==> config.mk <==
export PLATFORM = sky130hd
export DESIGN_NAME = ace_lifetime_tracker
export DESIGN_NICKNAME = d
export VERILOG_FILES = /design/src/rtl/ace_lt_pkg.sv /design/src/rtl/ace_lt_classifier.sv /design/src/rtl/ace_lt_sat_acc.sv /design/src/rtl/ace_lifetime_tracker.sv
export SDC_FILE = /design/constraint.sdc
export NUM_CORES = 1
export LEC_CHECK = 0
export BUFFER_PORTS_ARGS = -buffer_cell sky130_fd_sc_hd__buf_2
export CORE_MARGIN = 1.5
export CORE_UTILIZATION = 60
export CTS_BUF_LIST = sky130_fd_sc_hd__clkbuf_2
export DETAILED_ROUTE_END_ITERATION = 8
export GPL_TIMING_DRIVEN = 0
export PLACE_DENSITY = 0.84
export SLEW_MARGIN = 15
export SYNTH_ARGS = -nofsm -noshare
export SYNTH_HDL_FRONTEND = slang
export SYNTH_SLANG_ARGS = --single-unit
==> constraint.sdc <==
create_clock -name clk -period 6.75 [get_ports clk]
set_clock_uncertainty 0.15 [all_clocks]
set_input_delay 0.675 -clock clk [delete_from_list [all_inputs] [get_ports clk]]
set_output_delay 0.675 -clock clk [all_outputs]
set_load 0.05 [all_outputs]
==> src/rtl/ace_lt_pkg.sv <==
// Shared types for the lifetime tracker.
// Assumes: one class code is produced per cycle, CLS_NONE when no interval closes.
package ace_lt_pkg;
    typedef enum logic [1:0] {
        CLS_NONE    = 2'd0,
        CLS_ACE     = 2'd1,
        CLS_UNACE   = 2'd2,
        CLS_UNKNOWN = 2'd3
    } ival_cls_e;

    localparam int NUM_CLS = 3;
endpackage

==> src/rtl/ace_lt_classifier.sv <==
// Combinational event resolver. It applies this cycle's strobes in fixed order
// (evict/flush, fill, read, write, end). It reports the class of the interval
// closed by the first event that applies, plus the next valid and dirty state.
// Assumes: the caller gates everything once the run has ended.
module ace_lt_classifier
    import ace_lt_pkg::*;
(
    input  logic      valid_q,
    input  logic      dirty_q,
    input  logic      line_dirty,
    input  logic      mode_wb,
    input  logic      ev_fill,
    input  logic      ev_read,
    input  logic      rd_by_ace,
    input  logic      ev_write,
    input  logic      ev_evict,
    input  logic      ev_flush,
    input  logic      ev_end,
    output ival_cls_e cls,
    output logic      valid_n,
    output logic      dirty_n,
    output logic      end_seen
);
    ival_cls_e retire_cls;

    // Class of an interval ended by removal of the line's contents.
    always_comb begin
        retire_cls = (mode_wb && (dirty_q || line_dirty)) ? CLS_ACE : CLS_UNACE;
    end

    // Ordered walk over the strobes; the first applicable one takes the interval.
    always_comb begin
        cls      = CLS_NONE;
        valid_n  = valid_q;
        dirty_n  = dirty_q;
        end_seen = ev_end;
        if (ev_evict || ev_flush) begin
            if (valid_n) begin
                cls = retire_cls;
            end
            valid_n = 1'b0;
            dirty_n = 1'b0;
        end
        if (ev_fill) begin
            if (cls == CLS_NONE) begin
                cls = valid_n ? retire_cls : CLS_UNACE;
            end
            valid_n = 1'b1;
            dirty_n = 1'b0;
        end
        if (ev_read && valid_n) begin
            if (cls == CLS_NONE) begin
                cls = rd_by_ace ? CLS_ACE : CLS_UNACE;
            end
        end
        if (ev_write && valid_n) begin
            if (cls == CLS_NONE) begin
                cls = CLS_UNACE;
            end
            dirty_n = 1'b1;
        end
        if (ev_end) begin
            if (cls == CLS_NONE) begin
                cls = valid_n ? CLS_UNKNOWN : CLS_UNACE;
            end
        end
    end
endmodule

==> src/rtl/ace_lt_sat_acc.sv <==
// Saturating accumulator for one time class.
// Assumes: add_len is the length of the interval closed this cycle; hold freezes it.
module ace_lt_sat_acc #(
    parameter int CNT_W = 32,
    parameter int LEN_W = 32
) (
    input  logic             clk,
    input  logic             rst_n,
    input  logic             hold,
    input  logic             add_en,
    input  logic [LEN_W-1:0] add_len,
    output logic [CNT_W-1:0] count
);
    localparam int SUM_W = ((CNT_W > LEN_W) ? CNT_W : LEN_W) + 1;
    localparam logic [CNT_W-1:0] CMAX = '1;

    logic [SUM_W-1:0] sum;

    // Wide sum so that an overflow can be seen before clamping.
    always_comb begin
        sum = SUM_W'(count) + SUM_W'(add_len);
    end

    // Accumulate, clamping at the all-ones value.
    always_ff @(posedge clk) begin
        if (!rst_n) begin
            count <= '0;
        end else if (add_en && !hold) begin
            if (sum > SUM_W'(CMAX)) begin
                count <= CMAX;
            end else begin
                count <= sum[CNT_W-1:0];
            end
        end
    end

    p_no_decrease_r12: assert property (@(posedge clk) disable iff (!rst_n)
        count >= $past(count));
    p_sat_holds_r12: assert property (@(posedge clk) disable iff (!rst_n)
        (count == CMAX) |=> (count == CMAX));
endmodule

==> src/rtl/ace_lifetime_tracker.sv <==
// Lifetime tracker top. It keeps a free-running cycle count, the start cycle
// of the open interval, and the entry's valid and dirty bits. On each closing
// event it credits the elapsed cycles to one of three class counters.
// Assumes: a run is shorter than 2**TIME_W cycles; after end of run all state
// is frozen until reset.
module ace_lifetime_tracker
    import ace_lt_pkg::*;
#(
    parameter int CNT_W  = 32,
    parameter int TIME_W = 32
) (
    input  logic             clk,
    input  logic             rst_n,
    input  logic             mode_wb,
    input  logic             line_dirty,
    input  logic             ev_fill,
    input  logic             ev_read,
    input  logic             rd_by_ace,
    input  logic             ev_write,
    input  logic             ev_evict,
    input  logic             ev_flush,
    input  logic             ev_end,
    output logic [CNT_W-1:0] ace_cycles,
    output logic [CNT_W-1:0] unace_cycles,
    output logic [CNT_W-1:0] unknown_cycles,
    output logic             done
);
    localparam logic [TIME_W-1:0] TMAX = '1;

    logic [TIME_W-1:0] now_q;
    logic [TIME_W-1:0] start_q;
    logic [TIME_W-1:0] ival_len;
    logic              valid_q;
    logic              dirty_q;
    logic              valid_n;
    logic              dirty_n;
    logic              end_seen;
    ival_cls_e         cls;
    logic [CNT_W-1:0]  counts [NUM_CLS];

    ace_lt_classifier u_cls (
        .valid_q    (valid_q),
        .dirty_q    (dirty_q),
        .line_dirty (line_dirty),
        .mode_wb    (mode_wb),
        .ev_fill    (ev_fill),
        .ev_read    (ev_read),
        .rd_by_ace  (rd_by_ace),
        .ev_write   (ev_write),
        .ev_evict   (ev_evict),
        .ev_flush   (ev_flush),
        .ev_end     (ev_end),
        .cls        (cls),
        .valid_n    (valid_n),
        .dirty_n    (dirty_n),
        .end_seen   (end_seen)
    );

    // Length of the interval that would close in this cycle.
    always_comb begin
        ival_len = now_q - start_q;
    end

    // Time base, interval start, entry state and end-of-run flag.
    always_ff @(posedge clk) begin
        if (!rst_n) begin
            now_q   <= '0;
            start_q <= '0;
            valid_q <= 1'b0;
            dirty_q <= 1'b0;
            done    <= 1'b0;
        end else if (!done) begin
            if (now_q != TMAX) begin
                now_q <= now_q + 1'b1;
            end
            if (cls != CLS_NONE) begin
                start_q <= now_q;
            end
            valid_q <= valid_n;
            dirty_q <= dirty_n;
            done    <= end_seen;
        end
    end

    // One saturating accumulator per class; class code i+1 feeds slot i.
    for (genvar gi = 0; gi < NUM_CLS; gi++) begin : g_acc
        ace_lt_sat_acc #(
            .CNT_W (CNT_W),
            .LEN_W (TIME_W)
        ) u_acc (
            .clk     (clk),
            .rst_n   (rst_n),
            .hold    (done),
            .add_en  (cls == ival_cls_e'(gi + 1)),
            .add_len (ival_len),
            .count   (counts[gi])
        );
    end

    assign ace_cycles     = counts[0];
    assign unace_cycles   = counts[1];
    assign unknown_cycles = counts[2];

    p_done_sticky_r9: assert property (@(posedge clk) disable iff (!rst_n)
        done |=> done);
    p_frozen_after_done_r9: assert property (@(posedge clk) disable iff (!rst_n)
        done |=> ($stable(ace_cycles) && $stable(unace_cycles) && $stable(unknown_cycles)));
    p_unknown_needs_end_r9: assert property (@(posedge clk) disable iff (!rst_n)
        !ev_end |=> $stable(unknown_cycles));
    p_flush_end_known_r10: assert property (@(posedge clk) disable iff (!rst_n)
        (ev_end && ev_flush) |=> $stable(unknown_cycles));
    p_idle_fill_not_ace_r2: assert property (@(posedge clk) disable iff (!rst_n)
        (!valid_q && ev_fill) |=> $stable(ace_cycles));
    p_wt_evict_not_ace_r6: assert property (@(posedge clk) disable iff (!rst_n)
        (!mode_wb && (ev_evict || ev_flush)) |=> $stable(ace_cycles));
    p_one_class_r11: assert property (@(posedge clk) disable iff (!rst_n)
        $countones({ace_cycles != $past(ace_cycles),
                    unace_cycles != $past(unace_cycles),
                    unknown_cycles != $past(unknown_cycles)}) <= 1);
endmodule

==> impl_summary.md, run 1 <==
Finish
Leaving out fill and tap cells, the most frequent cell in the layout is sky130_fd_sc_hd__a21oi_1. The post-route netlist has 10.1% of its cells at a drive strength greater than 1. After routing the design area is 13900 um^2. The top cell types in the final layout, fill and taps aside, are sky130_fd_sc_hd__a21oi_1 (197), sky130_fd_sc_hd__dfxtp_1 (163), sky130_fd_sc_hd__o21ai_0 (150), sky130_fd_sc_hd__ha_1 (143), sky130_fd_sc_hd__buf_2 (118). The final non-filler cell total is 1991. The relative area change from synthesis to final layout is 8.86%. The total number of nets in the final design is 1862.

Min path
The worst hold path class is input pin to flop. The count of cells along the worst hold path is 4. In this run the most critical hold path is launched from ev_write.

Die
The core region is 21000 um^2. Pin placement for this block handled 108 I/O pins. The die is 149 um wide.

The overall die height is 149 um. The initial utilization of the core area, before any placement, comes to 61.1%. The number of rows in the core area is 53.

The die covers 22200 um^2.

Clock tree
No sink is reached through more buffers than the 2 on the longest clock path. The clock drives 163 sinks. The buffer type at the clock tree root is sky130_fd_sc_hd__clkbuf_2. The TritonCTS clock tree is done.

The clock-pin slew on the worst setup and hold paths is 0.24 ns. The H-tree generated during clock tree synthesis spans 4 levels. The later pin in the worst-skew pair is clocked with a latency of 0.79 ns. The number of buffers inserted by post-CTS setup repair is 0. The number of clock buffers added by TritonCTS is 17.

Worst setup path
The origin of the worst setup path is now_q[0]. The most repeated library cell on the critical path is sky130_fd_sc_hd__a21oi_1. At the worst endpoint, the required time is 7.28 ns.

In this run the critical register-to-register path is launched from now_q[0]. Together, buffers and inverters on the worst path number 3. The category of the most critical setup path is flop to flop. For the worst setup path, the data arrival time is 6.42 ns. The number of cells on the worst reg-to-reg path is 23. The slowest cell on the critical path is sky130_fd_sc_hd__a211oi_2.

The critical path's largest stage delay is 0.69 ns. Walking the worst path, the cells encountered are inv_1 -> ha_1 -> inv_1 -> fa_1 -> a21o_1 -> nand3_1 -> a221o_1 -> a211oi_1 -> nor2_1 -> o21ai_1 -> a21o_1 -> a21oi_1 -> xnor2_1 -> ha_1 -> a21o_1 -> a21oi_1 -> o21a_1 -> a21oi_1 -> o21ai_1 -> nand2_1 -> a211oi_2 -> buf_2 -> a21oi_1. The kind of cell adding the most delay to the critical path is compound AO/OA/AOI/OAI gates.

STA classifies the critical path endpoint as a flop. The peak fanout along the critical path is 10. In this run the number of cells on the critical path is 23. The worst setup path is launched from a flop.

Job
The count of max-cap constraint violations is 0.

Routing
The DRC marker count from the first detailed-route iteration is 909. Dividing the detail-routed wire length by the instance count gives 17.1 um. Dividing the detail-routed via count by the number of cells gives 6.08. Before antenna repair, the detailed router went through 8 iterations.

The routed design has 34.0 mm of wire. In the routed design, unresolved DRC markers number 0. For this block, the via count after detailed routing is 12100. The remaining antenna violation count is 0.

STA
For the pin with the worst max-slew slack, the measured transition is 0.891 ns. The accumulated negative setup slack is 0 ns. The final count of hold timing violations was 0.

Setup repair after global routing left no endpoint under its margin. The minimum period implied by the final worst setup slack is 5.89 ns. The final period utilization is 87.3%. The count of final max-slew check failures came to 0.

The achievable clock frequency is 170 MHz. Setup violations remaining at the end of the flow were counted as 0. The worst pin sits at a relative slew slack of 40.6%.

Power and ir drop
The clock network fraction of total power is 18.4%. Dividing total power by cell area gives a power density of 229 nW/um^2. Of the total power, registers draw 34.4%.

The proportion of total power due to net switching is 45.1%. Summed over all nets, the switching power comes to 0.00144 W. The internal power of the cells totals 0.00175 W. For this design the static power due to leakage is 6.53 nW. The power share of the combinational group is 47.3%. Across the VDD grid, the largest voltage drop is 106 uV.

Placed design
The half-perimeter wire length of the detailed placement result is 26.8 mm. In this run the cell area measured after placement is 13700 um^2. Routability-driven placement finished with a final weighted congestion of 0.909.

The count of buffers from port buffering is 106. Once placement completed, the tool counted placed cells totaling 1959.

Synthesis
Synthesis inferred 163 register bits. The count of flip-flops with a built-in enable after synthesis is 0. The Yosys step of the flow raised 0 warnings. The average size of a mapped cell is 8.11 um^2. The mapped netlist covers 12800 um^2. The fraction of synthesis flops using an asynchronous set or reset pin is 0%.

The post-synthesis sequential area ratio is 25.5%. For this run, the leading register cell type out of synthesis is sky130_fd_sc_hd__dfxtp_1. Synthesis produced a netlist with a net count of 1736.

Counting every instance in the synthesized netlist gives 1578. The distinct cell type count after synthesis is 77.

GRT
The initial antenna violation count is 1. The first-pass GRT wire length is 54.2 mm. Entering global routing, the biggest net connects 17 pins. The final global-route overflow total is 0. The overall routing resource usage is 30.5%. The via count of the first global-routing pass is 11300.

Outcome
The flow ran to the end, and the final reports show no timing, DRC or antenna violations.
[worst register-to-register path, stage by stage (launching register included)]
cell	delay [ns]
sky130_fd_sc_hd__dfxtp_1	0.48
sky130_fd_sc_hd__inv_1	0.11
sky130_fd_sc_hd__ha_1	0.23
sky130_fd_sc_hd__inv_1	0.07
sky130_fd_sc_hd__fa_1	0.20
sky130_fd_sc_hd__a21o_1	0.15
sky130_fd_sc_hd__nand3_1	0.13
sky130_fd_sc_hd__a221o_1	0.35
sky130_fd_sc_hd__a211oi_1	0.41
sky130_fd_sc_hd__nor2_1	0.15
sky130_fd_sc_hd__o21ai_1	0.23
sky130_fd_sc_hd__a21o_1	0.14
sky130_fd_sc_hd__a21oi_1	0.07
sky130_fd_sc_hd__xnor2_1	0.45
sky130_fd_sc_hd__ha_1	0.42
sky130_fd_sc_hd__a21o_1	0.23
sky130_fd_sc_hd__a21oi_1	0.14
sky130_fd_sc_hd__o21a_1	0.17
sky130_fd_sc_hd__a21oi_1	0.12
sky130_fd_sc_hd__o21ai_1	0.16
sky130_fd_sc_hd__nand2_1	0.12
sky130_fd_sc_hd__a211oi_2	0.69
sky130_fd_sc_hd__buf_2	0.35
sky130_fd_sc_hd__a21oi_1	0.09
[logic make-up (layout without fill, tap and decap cells)]
| family | count (synthesis) | in the layout | synth area share, % |
|---|---|---|---|
| mux | 35 | 35 | 2.75 |
| compound gates | 581 | 581 | 28.3 |
| buf+inv | 133 | 270 | 4.02 |
| other cells | 0 | 1 | 0 |
| xor+xnor | 132 | 132 | 9.03 |
| flops | 163 | 163 | 25.5 |
| simple gates | 387 | 387 | 15.8 |
| fa+ha+maj | 147 | 147 | 14.6 |
[state kept, by name (all words and copies together) (netlist names)]
| signal | cells |
|---|---|
| g_acc.u_acc.count | 96 |
| now_q | 32 |
| start_q | 32 |
| dirty_q | 1 |
| done | 1 |
| valid_q | 1 |
[metal layers]
layer	wire length, um	part of all wire [%]	vias up	global-route usage (%)
met5	0	0	-	0
met4	1380	4.1	0	14.6
met3	2060	6.1	90	4.22
met2	15800	47	400	51.3
met1	14700	43	5628	38.5
li1	-	-	5995	-
[synth_stat cells, types with 10 or more instances]
library cell	count	share of area, %
sky130_fd_sc_hd__o21ai_1	22	0.86
sky130_fd_sc_hd__a21o_1	67	3.9
sky130_fd_sc_hd__and3_1	20	0.98
sky130_fd_sc_hd__ha_1	143	14
sky130_fd_sc_hd__nand2b_1	13	0.64
sky130_fd_sc_hd__nor2b_1	45	2.2
sky130_fd_sc_hd__mux2i_1	34	2.7
sky130_fd_sc_hd__nand2_1	104	3.1
sky130_fd_sc_hd__a211o_1	10	0.68
sky130_fd_sc_hd__a31oi_1	13	0.64
sky130_fd_sc_hd__xnor2_1	77	5.3
sky130_fd_sc_hd__o21a_1	14	0.82
sky130_fd_sc_hd__inv_1	79	2.3
sky130_fd_sc_hd__nand3_1	29	1.1
sky130_fd_sc_hd__or3_1	17	0.83
sky130_fd_sc_hd__nor2_1	66	1.9
sky130_fd_sc_hd__o21bai_1	12	0.70
sky130_fd_sc_hd__and2_1	28	1.4
sky130_fd_sc_hd__clkbuf_1	42	1.2
sky130_fd_sc_hd__dfxtp_1	163	25
sky130_fd_sc_hd__nor3_1	17	0.66
sky130_fd_sc_hd__xor2_1	55	3.8
sky130_fd_sc_hd__nand4_1	24	1.2
sky130_fd_sc_hd__buf_2	12	0.47
sky130_fd_sc_hd__o21ai_0	150	5.9
sky130_fd_sc_hd__a21oi_1	197	7.7
sky130_fd_sc_hd__a21boi_1	13	0.76
sky130_fd_sc_hd__a211oi_1	11	0.65
[path summary, 6_finish.rpt]
path                                   end  slack (ns)
setup / recovery  g_acc[0].u_acc.count[12]        0.86
hold / removal                     dirty_q        0.17
setup reg to reg  g_acc[0].u_acc.count[12]        0.86
hold reg to reg                start_q[18]        0.39
[repair_timing]
item / 4_1_cts / 5_1_grt
hold buffers: 1 / 0
gates resized for setup: 0 / 0
hold endpoints to repair: 1 / 0
[stage by stage]
step | hold WS, ns | worst slack (ns) | total power (W) | util [%]
after global placement | 0.344 | 1.06 | 0.00256 | 65.2
after CTS | 0.110 | 0.886 | 0.00317 | 66.5
after detailed placement | 0.350 | 0.956 | 0.00259 | 65.2
after global routing | 0.146 | 0.446 | 0.00337 | 66.5
final | 0.166 | 0.857 | 0.00319 | 66.5
after floorplan | 0.333 | 2.06 | 0.00226 | -
[final cells by class]
cell class                 instances  area, um^2
sequential                       163        3260
tap                              275         344
clock inverter                    13         161
inverter                          79         297
timing repair buffer             107         541
fill                            1829        7020
antenna                            1        2.50
clock buffer                      17        85.1
buffer                            54         218
multi-input combinational       1282        9020
[power groups by stage]
| stage | clock [W] | sequential [W] | combinational, W |
|---|---|---|---|
| 2_1_floorplan | 0 | 0.00130 | 0.000957 |
| 3_3_place_gp | 0 | 0.00111 | 0.00144 |
| 3_5_place_dp | 0 | 0.00111 | 0.00148 |
| 4_1_cts | 0.000587 | 0.00109 | 0.00149 |
| 5_1_grt | 0.000626 | 0.00110 | 0.00164 |
| 6_report | 0.000586 | 0.00110 | 0.00151 |
Note: power is estimated with default switching activity, not from simulation.
==> run 2: changes to the inputs <==
--- a/config.mk
+++ b/config.mk
@@ -9,10 +9,12 @@
 export CORE_MARGIN = 1.5
 export CORE_UTILIZATION = 60
 export CTS_BUF_LIST = sky130_fd_sc_hd__clkbuf_2
+export CTS_CLUSTER_DIAMETER = 200
 export DETAILED_ROUTE_END_ITERATION = 8
 export GPL_TIMING_DRIVEN = 0
 export PLACE_DENSITY = 0.84
 export SLEW_MARGIN = 15
 export SYNTH_ARGS = -nofsm -noshare
 export SYNTH_HDL_FRONTEND = slang
+export SYNTH_HIERARCHICAL = 1
 export SYNTH_SLANG_ARGS = --single-unit
==> constraint.sdc (replaced) <==
create_clock -name clk -period 5.7 [get_ports clk]
set_clock_uncertainty 0.15 [all_clocks]
set_input_delay 0.57 -clock clk [delete_from_list [all_inputs] [get_ports clk]]
set_output_delay 0.57 -clock clk [all_outputs]
set_load 0.05 [all_outputs]
==> run 2 against run 1 <==
Net effect:
- power rose by 13%
- non-clock buffer count rose by 2
- setup slack got worse by 0.54 ns
- flip-flop and latch count did not move
- synthesized area rose by 0.64%
- first-iteration DRC count fell by 12%
- highest routed layer unchanged
==> impl_summary.md, run 2 <==
Synthesis
For this run, asynchronously set or reset flops after synthesis account for 0%. During synthesis, Yosys emitted a total of 6 warnings. Summed over its instances, the top area cell type makes up 25.3% of the synthesized netlist area. For this run, the leading register cell type out of synthesis is sky130_fd_sc_hd__dfxtp_1. The cell count after synthesis is 1627. Counting flops with a built-in enable in the synthesized netlist gives 0. sky130_fd_sc_hd__a21oi_1 is the most common cell in the netlist.

When the netlist entered floorplanning its net count stood at 1770. The commonest cells after synthesis are sky130_fd_sc_hd__a21oi_1 (205), sky130_fd_sc_hd__dfxtp_1 (163), sky130_fd_sc_hd__nand2_1 (151). Summing the sequential cell areas from Yosys gives 25.3% of the chip area. By area the synthesized netlist is led by sky130_fd_sc_hd__dfxtp_1 (25%), sky130_fd_sc_hd__ha_1 (12%), sky130_fd_sc_hd__a21oi_1 (8.0%), sky130_fd_sc_hd__o21ai_0 (5.6%), sky130_fd_sc_hd__xnor2_1 (4.7%). After synthesis, the netlist uses 70 different library cells. The average size of a mapped cell is 7.92 um^2.

The biggest area contributor in the post-synthesis netlist is sky130_fd_sc_hd__dfxtp_1. The number of register bits inferred by synthesis is 163. The post-synth design cell area is 12900 um^2.

Routing
The via total after detailed routing is 12600. For this run, design rule violations remaining after detail routing come to 0. Summed over all layers, the routed wires come to 37.0 mm. The per-cell via count in the routed design is 6.17. The average wire per cell in the routed design is 18.1 um.

The number of detailed-routing iterations run before antenna repair is 4. The DRC marker count from the first detailed-route iteration is 801. The detail route stage leaves a number of antenna-violating nets equal to 0.

Worst setup path
The worst endpoint data arrival time is 5.86 ns. The sort of element at the end of the critical path is a flop. The worst setup path is launched from a flop. For the worst setup path, the data required time is 6.18 ns. The critical path in this run is classified as flop to flop. The peak fanout along the critical path is 10.

Clock tree
Clock latency on the worst-skew pair, taken at its later pin, is 0.77 ns. Clock tree synthesis selected as its root buffer the cell sky130_fd_sc_hd__clkbuf_2. The clock-pin slew on the worst setup and hold paths is 0.26 ns. The clock passes through at most 2 buffers. The number of sinks driven by the clock tree is 163.

The TritonCTS clock tree is done. The number of buffers created by CTS is 17. The clock tree synthesis step divided the H-tree into 4 levels.

Power and ir drop
The leakage power figure is 6.02 nW. For this design the ratio of total power to cell area is 259 nW/um^2. The design draws 0.00361 W. The worst ir drop on vdd is 181 uV.

Finish
The final core utilization is 66.5%. The top cell types in the final layout, fill and taps aside, are sky130_fd_sc_hd__a21oi_1 (205), sky130_fd_sc_hd__dfxtp_1 (163), sky130_fd_sc_hd__nand2_1 (151), sky130_fd_sc_hd__o21ai_0 (145), sky130_fd_sc_hd__ha_1 (128). Of the cells placed in the final design, the portion with a size suffix greater than 1 is 11.3%. The register with the most flip-flops in the layout has 96 of them. The final standard cell area without fillers is 14000 um^2. The final non-filler cell total is 2043. In the final design database the tool counted 1897 nets. The largest register by flop count is g_acc.u_acc/count.

Compared with the post-synthesis result, the final layout area differs by 8.50%. The leading cell type in the layout, fill and taps excluded is sky130_fd_sc_hd__a21oi_1. The largest registers in the layout are g_acc.u_acc/count (96), now_q (32), start_q (32).

Die
108 I/O pins were placed. The die covers 22400 um^2. The core footprint is 21000 um^2.

The overall die height is 150 um. The number of rows in the core area is 53. For this configuration, the core starts out at a cell density of 61.3%. The horizontal die dimension is 150 um.

Placed design
Buffers placed on the I/O ports in this run total 107. After detailed placement, the design holds a cell count of 2009. The congestion estimate from routability-driven global placement came to 1.04.

The half-perimeter wire length of the detailed placement result is 29.2 mm. Once placement finished, the instance area stood at 13800 um^2.

GRT
Entering global routing, the biggest net connects 21 pins. The first global-routing pass estimated 57.7 mm of wire. The final global-route overflow total is 0. The via count of the first global-routing pass is 11900. For this run, the total global-route usage over all layers was measured as 32.6%.

The initial antenna violation count is 1.

STA
The final setup violation count is 0. Of the available clock period, the critical path in the final layout requires 94.4%. The minimum period implied by the final worst setup slack is 5.38 ns. The accumulated negative setup slack is 0 ns. At the pin with the least slew margin, the transition time is 0.926 ns. The achievable clock frequency is 186 MHz. Setup repair after global routing left no endpoint under its margin. The final count of hold timing violations is 0. The count of final max-slew check failures is 0. The relative slew slack is 37.3%.

Min path
The path class of the tightest hold or removal check is input pin to flop.

Outcome
The flow ran to the end, and the final reports show no timing, DRC or antenna violations.

Job
The tool flagged a number of max-cap violations equal to 0.
## run 2: path summary, 6_finish.rpt
path                                   from                 endpoint  slack, ns  depth (start not counted)
worst min-delay path               ev_write                  dirty_q        0.1                          5
worst max register to register     now_q[0]  g_acc[0].u_acc/count[9]       0.32                         19
worst max-delay path               now_q[0]  g_acc[0].u_acc/count[9]       0.32                         19
worst min register to register  start_q[18]              start_q[18]       0.33                          2
## run 2: report_power, final
| group | leakage [nW] | switching (W) | internal, W | total (W) |
|---|---|---|---|---|
| Combinational | 4.58 | 0.00117 | 0.000569 | 0.00174 |
| Sequential | 1.33 | 0.0000698 | 0.00122 | 0.00129 |
| Clock | 0.115 | 0.000464 | 0.000122 | 0.000586 |
| Total | 6.02 | 0.00170 | 0.00191 | 0.00361 |
## run 2: layout make-up
class	instances	area [um^2]
Fill cell	1844	7050
Inverter	65	244
Multi-Input combinational cell	1344	9140
Antenna cell	1	2.50
Sequential cell	163	3260
Tap cell	275	344
Timing Repair Buffer	108	546
Buffer	55	240
Clock buffer	19	95.1
Clock inverter	13	100
## run 2: timing repair
action	in CTS	in global routing
gates resized for setup	0	1
hold buffers	1	0
endpoints found under the hold margin	1	0
endpoints found under the setup margin	0	1
buffers inserted	0	0
## run 2: per-layer routing
layer | track usage, % | vias to the layer above | wire [um]
met5 | 0 | - | 0
met4 | 14.4 | 0 | 1350
met3 | 3.93 | 88 | 1900
met2 | 58.9 | 382 | 18200
met1 | 38.4 | 5924 | 15600
li1 | - | 6207 | -
## run 2: worst max-delay path, cell delays in order (launching register included)
cell                        delay (ns)
sky130_fd_sc_hd__dfxtp_1          0.43
sky130_fd_sc_hd__inv_1            0.09
sky130_fd_sc_hd__ha_1             0.24
sky130_fd_sc_hd__fa_1             0.42
sky130_fd_sc_hd__nor2b_1          0.19
sky130_fd_sc_hd__o2111ai_1        0.19
sky130_fd_sc_hd__a211oi_1         0.47
sky130_fd_sc_hd__a21bo_2          0.31
sky130_fd_sc_hd__a311oi_1         0.13
sky130_fd_sc_hd__xnor2_1          0.44
sky130_fd_sc_hd__ha_1             0.40
sky130_fd_sc_hd__and3_1           0.23
sky130_fd_sc_hd__and2_1           0.18
sky130_fd_sc_hd__o211a_1          0.23
sky130_fd_sc_hd__o31a_1           0.24
sky130_fd_sc_hd__nand2_1          0.13
sky130_fd_sc_hd__o21a_1           0.18
sky130_fd_sc_hd__buf_2            0.27
sky130_fd_sc_hd__buf_4            0.26
sky130_fd_sc_hd__a21oi_1          0.09
## run 2: through the flow
stage | setup slack [ns] | hold WS (ns)
final | 0.319 | 0.0985
after global routing | 0.0499 | 0.119
after CTS | 0.303 | 0.0515
after floorplan | 1.40 | 0.293
after detailed placement | 0.329 | 0.306
after global placement | 0.284 | 0.299
## run 2: cell families (layout without fill, tap and decap cells)
kind of cell	after synthesis	after routing	synth area share [%]
AOI/OAI and AO/OA	632	632	31.3
adders and majority gates	132	132	13.1
xor gates and xnor gates	130	130	8.84
DFF	163	163	25.3
other	0	1	0
buffers and inverters	120	260	3.76
and+or+nand+nor	446	446	17.4
muxes	4	4	0.311
==> run 3: changes to the inputs <==
--- a/config.mk
+++ b/config.mk
@@ -8,7 +8,7 @@
 export BUFFER_PORTS_ARGS = -buffer_cell sky130_fd_sc_hd__buf_2
 export CORE_MARGIN = 1.5
 export CORE_UTILIZATION = 60
-export CTS_BUF_LIST = sky130_fd_sc_hd__clkbuf_2
+export CTS_BUF_LIST = sky130_fd_sc_hd__clkbuf_8
 export CTS_CLUSTER_DIAMETER = 200
 export DETAILED_ROUTE_END_ITERATION = 8
 export GPL_TIMING_DRIVEN = 0
==> run 3 against run 2 <==
Net effect:
- flip-flop and latch count unchanged
- combinational power is essentially flat
- utilization increased by 0.65 points
- via count rose by 0.54%
- maximum frequency decreased by 1.3%
- final cell count about the same
- clock-buffer cell count decreased by 1
- routed wire length grew 0.69%
- hold slack gained 0.18 ns
- sequential share of layout area fell by 0.23 points
- critical path type unchanged
- critical endpoint is now g_acc[0].u_acc/count[29]
- largest cell class unchanged
==> impl_summary.md, run 3 (synthesis results as in run 2) <==
Outcome
The run finished with clean final reports.

Routing
For this run, the detailed router's first-pass iteration total came to 7. The remaining antenna violation count is 0. The per-cell via count in the routed design is 6.21. The average wire per cell in the routed design is 18.3 um. The first routing iteration left 773 violations.

The via total after detailed routing is 12700. The residual DRC count is 0. The total wire length after detailed routing is 37.3 mm.

Die
The horizontal die dimension is 150 um. The region available for standard cell placement spans 21000 um^2. The die covers 22400 um^2. The floorplan has 53 rows. The initial cell density of the core is 61.3%. The overall die height is 150 um.

The number of top-level pins is 108.

STA
The minimum period implied by the final worst setup slack is 5.45 ns. The worst pin sits at a relative slew slack of 37.8%. Across all hold checks on the routed design, the worst slack comes to 0.279 ns. Dividing the final minimum period by the clock period gives 95.7%. The transition time of the tightest slew-check pin is 0.918 ns.

The accumulated negative setup slack is 0 ns. Setup violations remaining at the end of the flow were counted as 0. Setup repair after global routing left no endpoint under its margin. The achievable clock frequency is 183 MHz. The final count of hold timing violations is 0. The count of final max-slew check failures was 0.

Worst setup path
The most critical setup path has its startpoint at now_q[0]. In this design, the stage delay of the slowest critical-path cell is 0.48 ns. The setup slack of the most critical reg-to-reg path is 0.25 ns. Data arrives at the worst endpoint at 5.65 ns. The number of cells on the worst reg-to-reg path is 19. The sort of element at the start of the critical path is a flop.

The number of logic stages on the critical path including buffering is 19. Traced cell by cell, the critical path runs through inv_1 -> ha_1 -> fa_1 -> nor2b_1 -> o2111ai_1 -> a211oi_1 -> a21bo_2 -> nand2_1 -> nand3_1 -> xor2_1 -> ha_1 -> a21oi_1 -> o211ai_1 -> nor2_1 -> o211ai_1 -> a2111oi_4 -> o31ai_1 -> xnor2_1 -> a21oi_1. The reg-to-reg critical path startpoint is now_q[0]. The cell family contributing the most delay on the critical path is compound AO/OA/AOI/OAI gates. The worst register-to-register path ends at g_acc[0].u_acc/count[29]. Together, buffers and inverters on the worst path number 1.

The worst path required time is 5.89 ns. The sort of element at the end of the critical path is a flop. Of all nets on the critical path, the largest fanout is 6. The slowest cell on the critical path is sky130_fd_sc_hd__a211oi_1. The capture point of the worst path is g_acc[0].u_acc/count[29]. The category of the most critical setup path is flop to flop.

Clock tree
The level count of the clock H-tree is 4. Gates resized during post-CTS repair numbered 0. The clock-pin slew on the worst setup and hold paths is 0.09 ns. Buffers inserted to repair hold after CTS numbered 0. Clock tree synthesis found a total of 163 sinks. The number of buffers created by CTS is 17.

TritonCTS built the clock tree. The number of buffers inserted by post-CTS setup repair is 0. The clock latency on the worst-skew pair is 0.47 ns. The buffer type at the clock tree root is sky130_fd_sc_hd__clkbuf_8. In this run the deepest clock path goes through 2 buffers.

Finish
After routing the design area is 14100 um^2. The relative area change from synthesis to final layout is 9.56%. The total number of nets in the final design is 1896.

The largest register by flop count is g_acc.u_acc/count. Leaving out fill and tap cells, the most frequent cell in the layout is sky130_fd_sc_hd__a21oi_1. The final non-filler cell total is 2041.

The repair_antennas step left the layout with diodes totalling 0. The register with the most flip-flops in the layout has 96 of them. The final core utilization is 67.1%.

The largest registers in the layout are g_acc.u_acc/count (96), now_q (32), start_q (32). The library cells used most frequently in the layout, excluding fill and tap cells, are sky130_fd_sc_hd__a21oi_1 (205), sky130_fd_sc_hd__dfxtp_1 (163), sky130_fd_sc_hd__nand2_1 (151), sky130_fd_sc_hd__o21ai_0 (145), sky130_fd_sc_hd__ha_1 (128). The fraction of layout cells with a size suffix above 1 is 11.2%.

Placed design
The half-perimeter wire length of the detailed placement result is 29.2 mm. The standard cell area after detailed placement is 13800 um^2. The placer's final routability congestion estimate is 1.04. In this run the tool buffered the top-level ports with 107 buffer cells. The total instance count after detailed placement is 2009.

Min path
The worst hold path class is input pin to flop.

GRT
The via count of the first global-routing pass was 11900. Entering global routing, the biggest net connects 21 pins. The overall routing resource usage is 32.9%. The first-pass GRT wire length is 58.1 mm. The initial antenna violation count was 0. After global routing the overflow that remains totals 0.

Job
The count of max-cap constraint violations is 0.

Power and ir drop
For this design the ratio of total power to cell area is 271 nW/um^2. VDD sags by at most 175 uV. The leakage power figure is 6.08 nW.
run 3: cell types whose count changed in the layout (fill, tap and decap cells not counted):
cell,previous run,this run
sky130_fd_sc_hd__dlygate4sd3_1,1,0
sky130_fd_sc_hd__inv_1,65,67
sky130_fd_sc_hd__diode_2,1,0
sky130_fd_sc_hd__clkbuf_2,19,0
sky130_fd_sc_hd__xor2_1,60,61
sky130_fd_sc_hd__clkbuf_8,0,18
sky130_fd_sc_hd__xor2_2,1,0
sky130_fd_sc_hd__clkinv_1,1,0
run 3: layout make-up:
cell class                      count  area [um^2]
Sequential cell                   163         3260
Buffer                             55          240
Inverter                           65          244
Tap cell                          275          344
Clock buffer                       18          248
Timing Repair Buffer              107          536
Clock inverter                     14          104
Fill cell                        1823         6910
Multi-Input combinational cell   1344         9130
run 3: worst min-delay path: cells and delay by family:
family / cells / cell delay (ns)
AOI/OAI and AO/OA: 1 / 0.09
buffers and inverters: 2 / 0.20
run 3: layer usage:
metal	global-route usage (%)	wire, um	vias up
met2	59.1	18300	444
li1	-	-	6208
met1	38.6	15500	5924
met4	15.2	1360	0
met5	0	0	-
met3	4.15	2080	93
run 3: power breakdown:
group | switching (W) | internal [W]
Sequential | 0.0000697 | 0.00121
Combinational | 0.00117 | 0.000569
Clock | 0.000482 | 0.000316
Total | 0.00172 | 0.00210
run 3: metrics by stage:
| stage | power, W | setup WS (ns) |
|---|---|---|
| floorplan | 0.00261 | 1.40 |
| global placement | 0.00299 | 0.284 |
| detailed placement | 0.00302 | 0.329 |
| CTS | 0.00381 | 0.331 |
| global route | 0.00404 | 0.00845 |
| finish | 0.00382 | 0.247 |
run 3: how the worst min path moves through the flow:
stage                     cells past startpoint           to         from  slack [ns]
after floorplan                               2  start_q[23]  start_q[23]        0.29
after global placement                        2  start_q[14]  start_q[14]        0.30
after detailed placement                      2  start_q[18]  start_q[18]        0.31
after CTS                                     3         done       ev_end        0.27
after global routing                          3         done       ev_end        0.29
final                                         3         done       ev_end        0.28
